--- config.mk ---
export PLATFORM = sky130hd
export DESIGN_NAME = gpio_grp_irq
export DESIGN_NICKNAME = d
export VERILOG_FILES = /design/src/rtl/gpio_grp_pkg.sv /design/src/rtl/gpio_sync.sv /design/src/rtl/gpio_regs.sv /design/src/rtl/gpio_grp_sum.sv /design/src/rtl/gpio_grp_irq.sv
export SDC_FILE = /design/constraint.sdc
export NUM_CORES = 1
export LEC_CHECK = 0
export BUFFER_PORTS_ARGS = -buffer_cell sky130_fd_sc_hd__buf_2
export CORE_MARGIN = 3
export CORE_UTILIZATION = 40
export DETAILED_ROUTE_END_ITERATION = 7
export HOLD_SLACK_MARGIN = 0.15
export SYNTH_ARGS = -nofsm -noshare
export SYNTH_HDL_FRONTEND = slang
export SYNTH_SLANG_ARGS = --single-unit
--- constraint.sdc ---
create_clock -name clk -period 25 [get_ports clk]
set_input_delay 1.25 -clock clk [delete_from_list [all_inputs] [get_ports clk]]
set_output_delay 1.25 -clock clk [all_outputs]
set_load 0.05 [all_outputs]
--- src/rtl/gpio_grp_pkg.sv ---
package gpio_grp_pkg;
  localparam int unsigned REG_AW = 4;
  localparam int unsigned MODE_BIT = 10;
  localparam logic [31:0] CTRL_ID = 32'h11FF_0000;

  typedef enum logic [REG_AW-1:0] {
    ADR_DIR   = 4'd0,
    ADR_INV   = 4'd1,
    ADR_VAL   = 4'd2,
    ADR_SET   = 4'd3,
    ADR_CLR   = 4'd4,
    ADR_CAUSE = 4'd5,
    ADR_MASKA = 4'd6,
    ADR_MASKB = 4'd7,
    ADR_CTRL  = 4'd8
  } gpio_adr_e;
endpackage

--- src/rtl/gpio_sync.sv ---
module gpio_sync #(
  parameter int unsigned WIDTH  = 32,
  parameter int unsigned STAGES = 2
) (
  input  logic             clk,
  input  logic             rst_n,
  input  logic [WIDTH-1:0] d,
  output logic [WIDTH-1:0] q
);
  logic [WIDTH-1:0] stage_q [STAGES];

  for (genvar s = 0; s < STAGES; s++) begin : g_stage
    logic [WIDTH-1:0] stage_d;
    if (s == 0) begin : g_first
      assign stage_d = d;
    end else begin : g_rest
      assign stage_d = stage_q[s-1];
    end
    always_ff @(posedge clk or negedge rst_n) begin
      if (!rst_n) stage_q[s] <= '0;
      else        stage_q[s] <= stage_d;
    end
  end

  assign q = stage_q[STAGES-1];
endmodule

--- src/rtl/gpio_regs.sv ---
module gpio_regs
  import gpio_grp_pkg::*;
#(
  parameter int unsigned NPINS = 32
) (
  input  logic              clk,
  input  logic              rst_n,
  input  logic [REG_AW-1:0] addr,
  input  logic              wr,
  input  logic [NPINS-1:0]  wdata,
  input  logic [NPINS-1:0]  eff,
  input  logic [NPINS-1:0]  rise,
  output logic [NPINS-1:0]  rdata,
  output logic [NPINS-1:0]  dir_o,
  output logic [NPINS-1:0]  inv_o,
  output logic [NPINS-1:0]  out_o,
  output logic [NPINS-1:0]  mask_o,
  output logic              lvl_o,
  output logic              cause_wr_o,
  output logic [NPINS-1:0]  cause_nxt_o
);
  logic [NPINS-1:0] dir_q, inv_q, out_q, cause_q, mask_q;
  logic             lvl_q;
  logic [NPINS-1:0] out_d, cause_d;
  logic             dir_en, inv_en, out_en, mask_en, lvl_en;

  // Write decode
  always_comb begin
    dir_en  = wr && (addr == ADR_DIR);
    inv_en  = wr && (addr == ADR_INV);
    mask_en = wr && (addr == ADR_MASKA || addr == ADR_MASKB);
    lvl_en  = wr && (addr == ADR_CTRL);
    out_en  = wr && (addr == ADR_VAL || addr == ADR_SET || addr == ADR_CLR);
    cause_wr_o = wr && (addr == ADR_CAUSE);
  end

  // Next-state for output latch and cause
  always_comb begin
    out_d = out_q;
    unique case (addr)
      ADR_VAL: out_d = (out_q & ~dir_q) | (wdata & dir_q);
      ADR_SET: out_d = out_q | (wdata & dir_q);
      ADR_CLR: out_d = out_q & ~(wdata & dir_q);
      default: out_d = out_q;
    endcase
    cause_d = cause_wr_o ? ((cause_q & wdata) | rise) : (cause_q | rise);
  end

  always_ff @(posedge clk or negedge rst_n) begin
    if (!rst_n) begin
      dir_q   <= '0;
      inv_q   <= '0;
      out_q   <= '0;
      cause_q <= '0;
      mask_q  <= '0;
      lvl_q   <= 1'b0;
    end else begin
      if (dir_en)  dir_q  <= wdata;
      if (inv_en)  inv_q  <= wdata;
      if (out_en)  out_q  <= out_d;
      if (mask_en) mask_q <= wdata;
      if (lvl_en)  lvl_q  <= wdata[MODE_BIT];
      cause_q <= cause_d;
    end
  end

  // Read mux
  always_comb begin
    rdata = '0;
    unique case (addr)
      ADR_DIR:   rdata = dir_q;
      ADR_INV:   rdata = inv_q;
      ADR_VAL:   rdata = (out_q & dir_q) | (eff & ~dir_q);
      ADR_CAUSE: rdata = cause_q;
      ADR_MASKA,
      ADR_MASKB: rdata = mask_q;
      ADR_CTRL: begin
        rdata = CTRL_ID;
        rdata[MODE_BIT] = lvl_q;
      end
      default:   rdata = '0;
    endcase
  end

  assign dir_o       = dir_q;
  assign inv_o       = inv_q;
  assign out_o       = out_q;
  assign mask_o      = mask_q;
  assign lvl_o       = lvl_q;
  assign cause_nxt_o = cause_d;

  // bits of input pins never change on the output latch
  p_inputs_keep_r2: assert property (@(posedge clk) disable iff (!rst_n)
    ((out_q ^ $past(out_q)) & ~$past(dir_q)) == '0);

  // a rise always leaves its cause bit set on the next edge
  p_cause_rise_r5: assert property (@(posedge clk) disable iff (!rst_n)
    (|rise) |=> ((cause_q & $past(rise)) == $past(rise)));

  // both mask addresses load the same register
  p_mask_alias_r9: assert property (@(posedge clk) disable iff (!rst_n)
    (wr && (addr == ADR_MASKA || addr == ADR_MASKB)) |=> (mask_q == $past(wdata)));
endmodule

--- src/rtl/gpio_grp_sum.sv ---
module gpio_grp_sum #(
  parameter int unsigned GW = 8
) (
  input  logic          clk,
  input  logic          rst_n,
  input  logic          level_mode,
  input  logic [GW-1:0] rise_msk,
  input  logic [GW-1:0] eff,
  input  logic          cause_wr,
  input  logic [GW-1:0] cause_nxt,
  output logic          irq
);
  logic irq_q, irq_d;

  always_comb begin
    irq_d = irq_q;
    if (|rise_msk)                                 irq_d = 1'b1;
    else if (level_mode && !(|eff))                irq_d = 1'b0;
    else if (!level_mode && cause_wr && !(|cause_nxt)) irq_d = 1'b0;
  end

  always_ff @(posedge clk or negedge rst_n) begin
    if (!rst_n) irq_q <= 1'b0;
    else        irq_q <= irq_d;
  end

  assign irq = irq_q;

  // a masked rise raises the summary
  p_rise_sets_r6: assert property (@(posedge clk) disable iff (!rst_n)
    (|rise_msk) |=> irq);

  // in latched mode the summary holds without a cause write or a rise
  p_latched_hold_r7: assert property (@(posedge clk) disable iff (!rst_n)
    (!level_mode && !cause_wr && !(|rise_msk)) |=> (irq == $past(irq)));

  // in level mode all-low inputs drop the summary
  p_level_fall_r8: assert property (@(posedge clk) disable iff (!rst_n)
    (level_mode && !(|eff)) |=> !irq);
endmodule

--- src/rtl/gpio_grp_irq.sv ---
module gpio_grp_irq
  import gpio_grp_pkg::*;
#(
  parameter int unsigned NUM_PINS    = 32,
  parameter int unsigned GRP_SIZE    = 8,
  parameter int unsigned SYNC_STAGES = 2
) (
  input  logic                clk,
  input  logic                rst_n,
  input  logic [REG_AW-1:0]   reg_addr,
  input  logic                reg_wr,
  input  logic [NUM_PINS-1:0] reg_wdata,
  output logic [NUM_PINS-1:0] reg_rdata,
  input  logic [NUM_PINS-1:0] pin_in,
  output logic [NUM_PINS-1:0] pin_out,
  output logic [NUM_PINS-1:0] pin_oe,
  output logic [NUM_PINS/GRP_SIZE-1:0] grp_irq
);
  localparam int unsigned NGRP = NUM_PINS / GRP_SIZE;

  // Reset: asynchronous assert, synchronous release
  logic [1:0] rst_pipe_q;
  always_ff @(posedge clk or negedge rst_n) begin
    if (!rst_n) rst_pipe_q <= 2'b00;
    else        rst_pipe_q <= {rst_pipe_q[0], 1'b1};
  end
  logic rst_ni;
  assign rst_ni = rst_pipe_q[1];

  logic [NUM_PINS-1:0] pin_sync, eff, eff_q, rise, inv, mask, cause_nxt;
  logic                lvl, cause_wr;

  gpio_sync #(.WIDTH(NUM_PINS), .STAGES(SYNC_STAGES)) u_sync (
    .clk(clk), .rst_n(rst_ni), .d(pin_in), .q(pin_sync)
  );

  assign eff  = pin_sync ^ inv;
  assign rise = eff & ~eff_q;

  always_ff @(posedge clk or negedge rst_ni) begin
    if (!rst_ni) eff_q <= '0;
    else         eff_q <= eff;
  end

  gpio_regs #(.NPINS(NUM_PINS)) u_regs (
    .clk(clk), .rst_n(rst_ni), .addr(reg_addr), .wr(reg_wr), .wdata(reg_wdata),
    .eff(eff), .rise(rise), .rdata(reg_rdata), .dir_o(pin_oe), .inv_o(inv),
    .out_o(pin_out), .mask_o(mask), .lvl_o(lvl), .cause_wr_o(cause_wr),
    .cause_nxt_o(cause_nxt)
  );

  for (genvar g = 0; g < NGRP; g++) begin : g_grp
    gpio_grp_sum #(.GW(GRP_SIZE)) u_sum (
      .clk(clk), .rst_n(rst_ni), .level_mode(lvl),
      .rise_msk(rise[g*GRP_SIZE +: GRP_SIZE] & mask[g*GRP_SIZE +: GRP_SIZE]),
      .eff(eff[g*GRP_SIZE +: GRP_SIZE]), .cause_wr(cause_wr),
      .cause_nxt(cause_nxt[g*GRP_SIZE +: GRP_SIZE]), .irq(grp_irq[g])
    );
  end

  // the control address always carries the fixed identity bits
  p_ctrl_rd_r10: assert property (@(posedge clk) disable iff (!rst_ni)
    (reg_addr == ADR_CTRL) |-> (reg_rdata[31:16] == 16'h11FF));
endmodule

## After elaboration in Yosys (flattened, before gate mapping)

Cells that the tools add are included.

| cells by class | value |
|---|---|
| add/sub/neg operators | 0 |
| $mul | 0 |
| div/mod/pow operators | 0 |
| magnitude comparators | 0 |
| equal/unequal tests | 8 |
| shift operators | 0 |
| multiplexer cells | 15 |
| bitwise operators | 20 |
| reduce and logical (&&, ||, !) cells | 47 |

Operators with widths:

| operator | number |
|---|---|
| $and 32x32->32 | 7 |
| $pmux 32 s6 | 1 |
| $or 32x32->32 | 5 |
| $not 32->32 | 3 |
| $pmux 32 s3 | 1 |
| $reduce_or 8->1 | 12 |
| $and 8x8->8 | 4 |
| $mux 32 | 1 |
| $xor 32x32->32 | 1 |
| $eq 4x3->1 const B | 4 |
| $logic_and 1x1->1 | 15 |
| $reduce_bool 3->1 | 5 |
| $mux 1 | 12 |
| $logic_not 1->1 | 9 |
| $eq 4x2->1 const B | 2 |
| $eq 4x1->1 const B | 1 |
| $eq 4x4->1 const B | 1 |
| $logic_not 4->1 | 1 |
| $logic_or 1x1->1 | 3 |
| $reduce_and 2->1 | 1 |
| $reduce_or 2->1 | 1 |

| storage, ports and cells | value |
|---|---|
| bits in registers | 263 |
| latch bits | 0 |
| bits in writable memories | 0 |
| bits in read-only memories | 0 |
| output and inout port bits | 100 |
| memories | 0 |

## Depth between registers and ports, before layout

| depth | value |
|---|---|
| word-level depth | 10 |
| mapped depth | 8 |
| depth with buffers taken out | 6 |

## Cells and area by module

A second synthesis with hierarchy kept.

| unflattened totals | value |
|---|---|
| cell total of the unflattened synthesis | 1,019 |
| area total of the unflattened synthesis | 12,325.6 µm² |

Modules (own cells, without submodules):

| module | instances | cells each | area each (µm²) | seq. area each (µm²) |
|---|---|---|---|---|
| gpio_regs | 1 | 740 | 8,523.2 | 4,028.9 |
| gpio_grp_irq | 1 | 163 | 1,775.5 | 850.8 |
| gpio_sync | 1 | 64 | 1,601.5 | 1,601.5 |
| gpio_grp_sum | 4 | 13 | 106.4 | 25.0 |

## Least setup slack after synthesis

OpenSTA, ideal clock, no wires.

| timing path | value |
|---|---|
| path type | input to output |
| start point | in reg_addr[1] |
| end point | out reg_rdata[0] |
| arrival | 2,693 ps |
| setup slack | 21,057 ps |
| stages | 5 |
| path buffers | 2 |
| cell sequence | buf_4 -> nor4b_2 -> clkbuf_1 -> a22oi_1 -> nand3_1 |

| between the ends | value |
|---|---|
| cells in the longest elaborated chain, start to end | 3 |

RTL lines:

| item | RTL line | text |
|---|---|---|
| start: declaration | gpio_grp_irq.sv:10 | `input logic [REG_AW-1:0] reg_addr,` |
| $eq 4x3->1 | gpio_regs.sv:70 | `unique case (addr)` |
| $reduce_or 2->1 | gpio_regs.sv:70 |  |
| $pmux 32 s6 * | gpio_regs.sv:70 |  |
| end: declaration | gpio_grp_irq.sv:13 | `output logic [NUM_PINS-1:0] reg_rdata,` |

Every way passes the cells marked *; elsewhere a longest branch is shown, timed or not.

## Worst setup path after layout

| timing path | value |
|---|---|
| start point | in reg_addr[2] |
| end point | out reg_rdata[19] |

The elaborated chain is that of the path after synthesis.

==> impl_metrics.env <==
export IMPL_status="complete, no violations"
export IMPL_total_power_mw=1.35
export IMPL_crit_arrival_ps=3390
export IMPL_hold_viol=0
export IMPL_synth_top_area_frac=0.597
export IMPL_reg2reg_depth=2
export IMPL_maxSlewViolCount=0
export IMPL_syn_instance_count=908
export IMPL_antenna_found_initial=1
export IMPL_skew_ps=7.23
export IMPL_irDropWorstVdd_mv=0.0639
export IMPL_drt_wirelength_per_cell_um=20.8
export IMPL_hold_depth=0
export IMPL_worstPathMaxFanout=24
export IMPL_setup_viol=0
export IMPL_dp_hpwl_mm=19.7
export IMPL_drc=0
export IMPL_synth_seq_cells=263
export IMPL_slowest_delay_ps=600
export IMPL_synth_net_count=979
export IMPL_critical_path_depth=8
export IMPL_end_kind="primary output"
export IMPL_num_vias=8057
export IMPL_cts_hold_buffers=0
export IMPL_path_cells="buf_2, inv_1, buf_4, nor3b_4, buf_4, a222oi_1, nand3_1, buf_2"
export IMPL_netlist_top_cells_area="dfrtp_1 60%, mux2_2 9.9%, a22oi_1 3.1%"
export IMPL_period_needed_ps=4640
export IMPL_crit_family="buffers and inverters"
export IMPL_grt_max_degree=75
export IMPL_crit_path_start_kind="primary input"
export IMPL_num_antenna_cells=0
export IMPL_p_leak_nw=5.81
export IMPL_grt_overflow=0
export IMPL_ctsResizeCount=0
export IMPL_ioPinCount=171
export IMPL_timing_worst_setup_path_type="in2out"
export IMPL_ant_nets=0
export IMPL_synth_main_ff_cell="dfrtp_1"
export IMPL_grt_usage=0.203
export IMPL_dieArea_um2=29600
export IMPL_worst_pin_slew_ps=962
export IMPL_fin_setup_tns_ps=0
export IMPL_p_per_area_nw_per_um2=101
export IMPL_cts_sinks=263
export IMPL_rsz0062_at_grt="no"
export IMPL_drt_wl_total_mm=30.1
export IMPL_start_util=0.408
export IMPL_yosys_warnings=0
export IMPL_place_congestion=0.772
export IMPL_num_rows=60
export IMPL_firstDrtPassIters=6
export IMPL_insertion_delay_ps=540
export IMPL_cts_buffers=30
export IMPL_syn_avg_cell_area_um2=12.2
export IMPL_critPathBufInv=5
export IMPL_io_buffer_count=170
export IMPL_die_h_um=172
export IMPL_initialDrtViolationCount=609
export IMPL_finalCoreUtilization=0.493
export IMPL_hp_class="reg2reg"
export IMPL_required_ps=23750
export IMPL_path_clk_slew_ps=60
export IMPL_synth_cell_types=48
export IMPL_layout_drive_gt1_share=0.313
export IMPL_nNetsFinal=1151
export IMPL_post_cts_setup_buffers=0
export IMPL_htreeDepth=1
export IMPL_grt_pass1_wl_mm=47.4
export IMPL_yosys_top_cells_count="263 x dfrtp_1, 97 x mux2_2, 81 x nand2_1"
export IMPL_async_reset_ff_frac=1.00
export IMPL_fmax_mhz=216
export IMPL_grt_pass1_vias=8284
export IMPL_synth_seq_area_share=0.597
export IMPL_timing_final_crit_share=0.186
export IMPL_tritoncts="yes"
export IMPL_core_area_um2=27000
export IMPL_max_slew_margin=0.357
export IMPL_synth_most_common_cell="dfrtp_1"
export IMPL_area_growth_pct=20.9
export IMPL_cts_root_buf="clkbuf_16"
export IMPL_yosysTopAreaCell="dfrtp_1"
export IMPL_cap_viol_max_count=0
export IMPL_n_fill_cell=2495
export IMPL_cts_buffer_depth=3
export IMPL_synth_edf_count=0
export IMPL_die_w_um=172
export IMPL_viasPerCell=5.58
export IMPL_syn_area_um2=11000
export IMPL_worst_path_max_delay_cell="nor3b_4"
layout by cell type, fill, tap and decap left out, types with 15 or more instances in the layout:
master     netlist  routed
a22oi_1         46      46
a32o_1          32      32
buf_2            5     170
buf_4            5      16
clkbuf_16        0      31
dfrtp_1        263     262
inv_1           37      37
mux2_2          97      97
nand2_1         81      81
nand3_1         37      37
nor2_1          20      19
o211ai_1        32      32
o21ai_0         59      59
o31ai_1         15      15
xnor2_1         32      32
worst paths after layout:
path,from,end,slack (ps)
max,reg_addr[2],reg_rdata[19],20360
min,u_sync.g_stage[1].stage_d[29],u_sync.q[29],350
max reg2reg,rst_pipe_q[1],u_sync.g_stage[1].stage_d[11],22460
min reg2reg,u_sync.g_stage[1].stage_d[29],u_sync.q[29],350
max in group asynchronous,rst_pipe_q[1],u_sync.g_stage[1].stage_d[11],22460
min in group asynchronous,rst_pipe_q[1],u_sync.q[25],460
cell type report:
| type | instances | area (um2) | share of cell area |
|---|---|---|---|
| inverter | 37 | 139 | 0.0104 |
| clock inverter | 9 | 128 | 0.00957 |
| clock buffer | 47 | 926 | 0.0694 |
| timing repair buffer | 186 | 971 | 0.0728 |
| multi-input combinational | 562 | 4160 | 0.312 |
| sequential | 263 | 6590 | 0.494 |
| tap | 341 | 427 | 0.0320 |
power breakdown:
part | total [mW] | internal (mW) | switching, mW | leakage, nW
Sequential | 0.568 | 0.500 | 0.0683 | 3.06
Clock | 0.457 | 0.284 | 0.173 | 0.510
Combinational | 0.321 | 0.103 | 0.218 | 2.24
Total | 1.35 | 0.886 | 0.460 | 5.81
through the flow:
stage | cells | hold slack, ps | setup slack (ps) | cell area, um2
floorplan | 908 | 331 | 17130 | 11000
global placement | 1389 | 332 | 20470 | 12300
detailed placement | 1389 | 335 | 20400 | 12300
CTS | 1445 | 348 | 20400 | 13300
global route | 1445 | 350 | 20240 | 13300
finish | 1445 | 347 | 20360 | 13300
registers in the layout, summed over array words and instances (netlist names):
name                    cells
u_regs.inv_o               32
u_regs.cause_q             32
g_grp.u_sum.irq             4
u_regs.mask_o              32
u_sync.q                   32
u_regs.dir_o               32
u_regs.out_o               32
rst_pipe_q                  2
u_regs.lvl_o                1
u_sync.g_stage.stage_d     32
eff_q                      32
kinds of logic after synthesis:
kind of cell	synth area share
simple gates	0.0851
xor+xnor	0.0254
other cells	0.000340
compound gates	0.163
buf+inv	0.0312
mux	0.0990
flops	0.597
routing by layer:
layer	global-route usage	up-vias	share of wire
met5	0	-	0.00023
met4	0.0399	2	0.015
met3	0.0277	30	0.043
met2	0.342	205	0.49
met1	0.283	4104	0.45
li1	-	3716	-
Power figures use the tool's default switching activity.
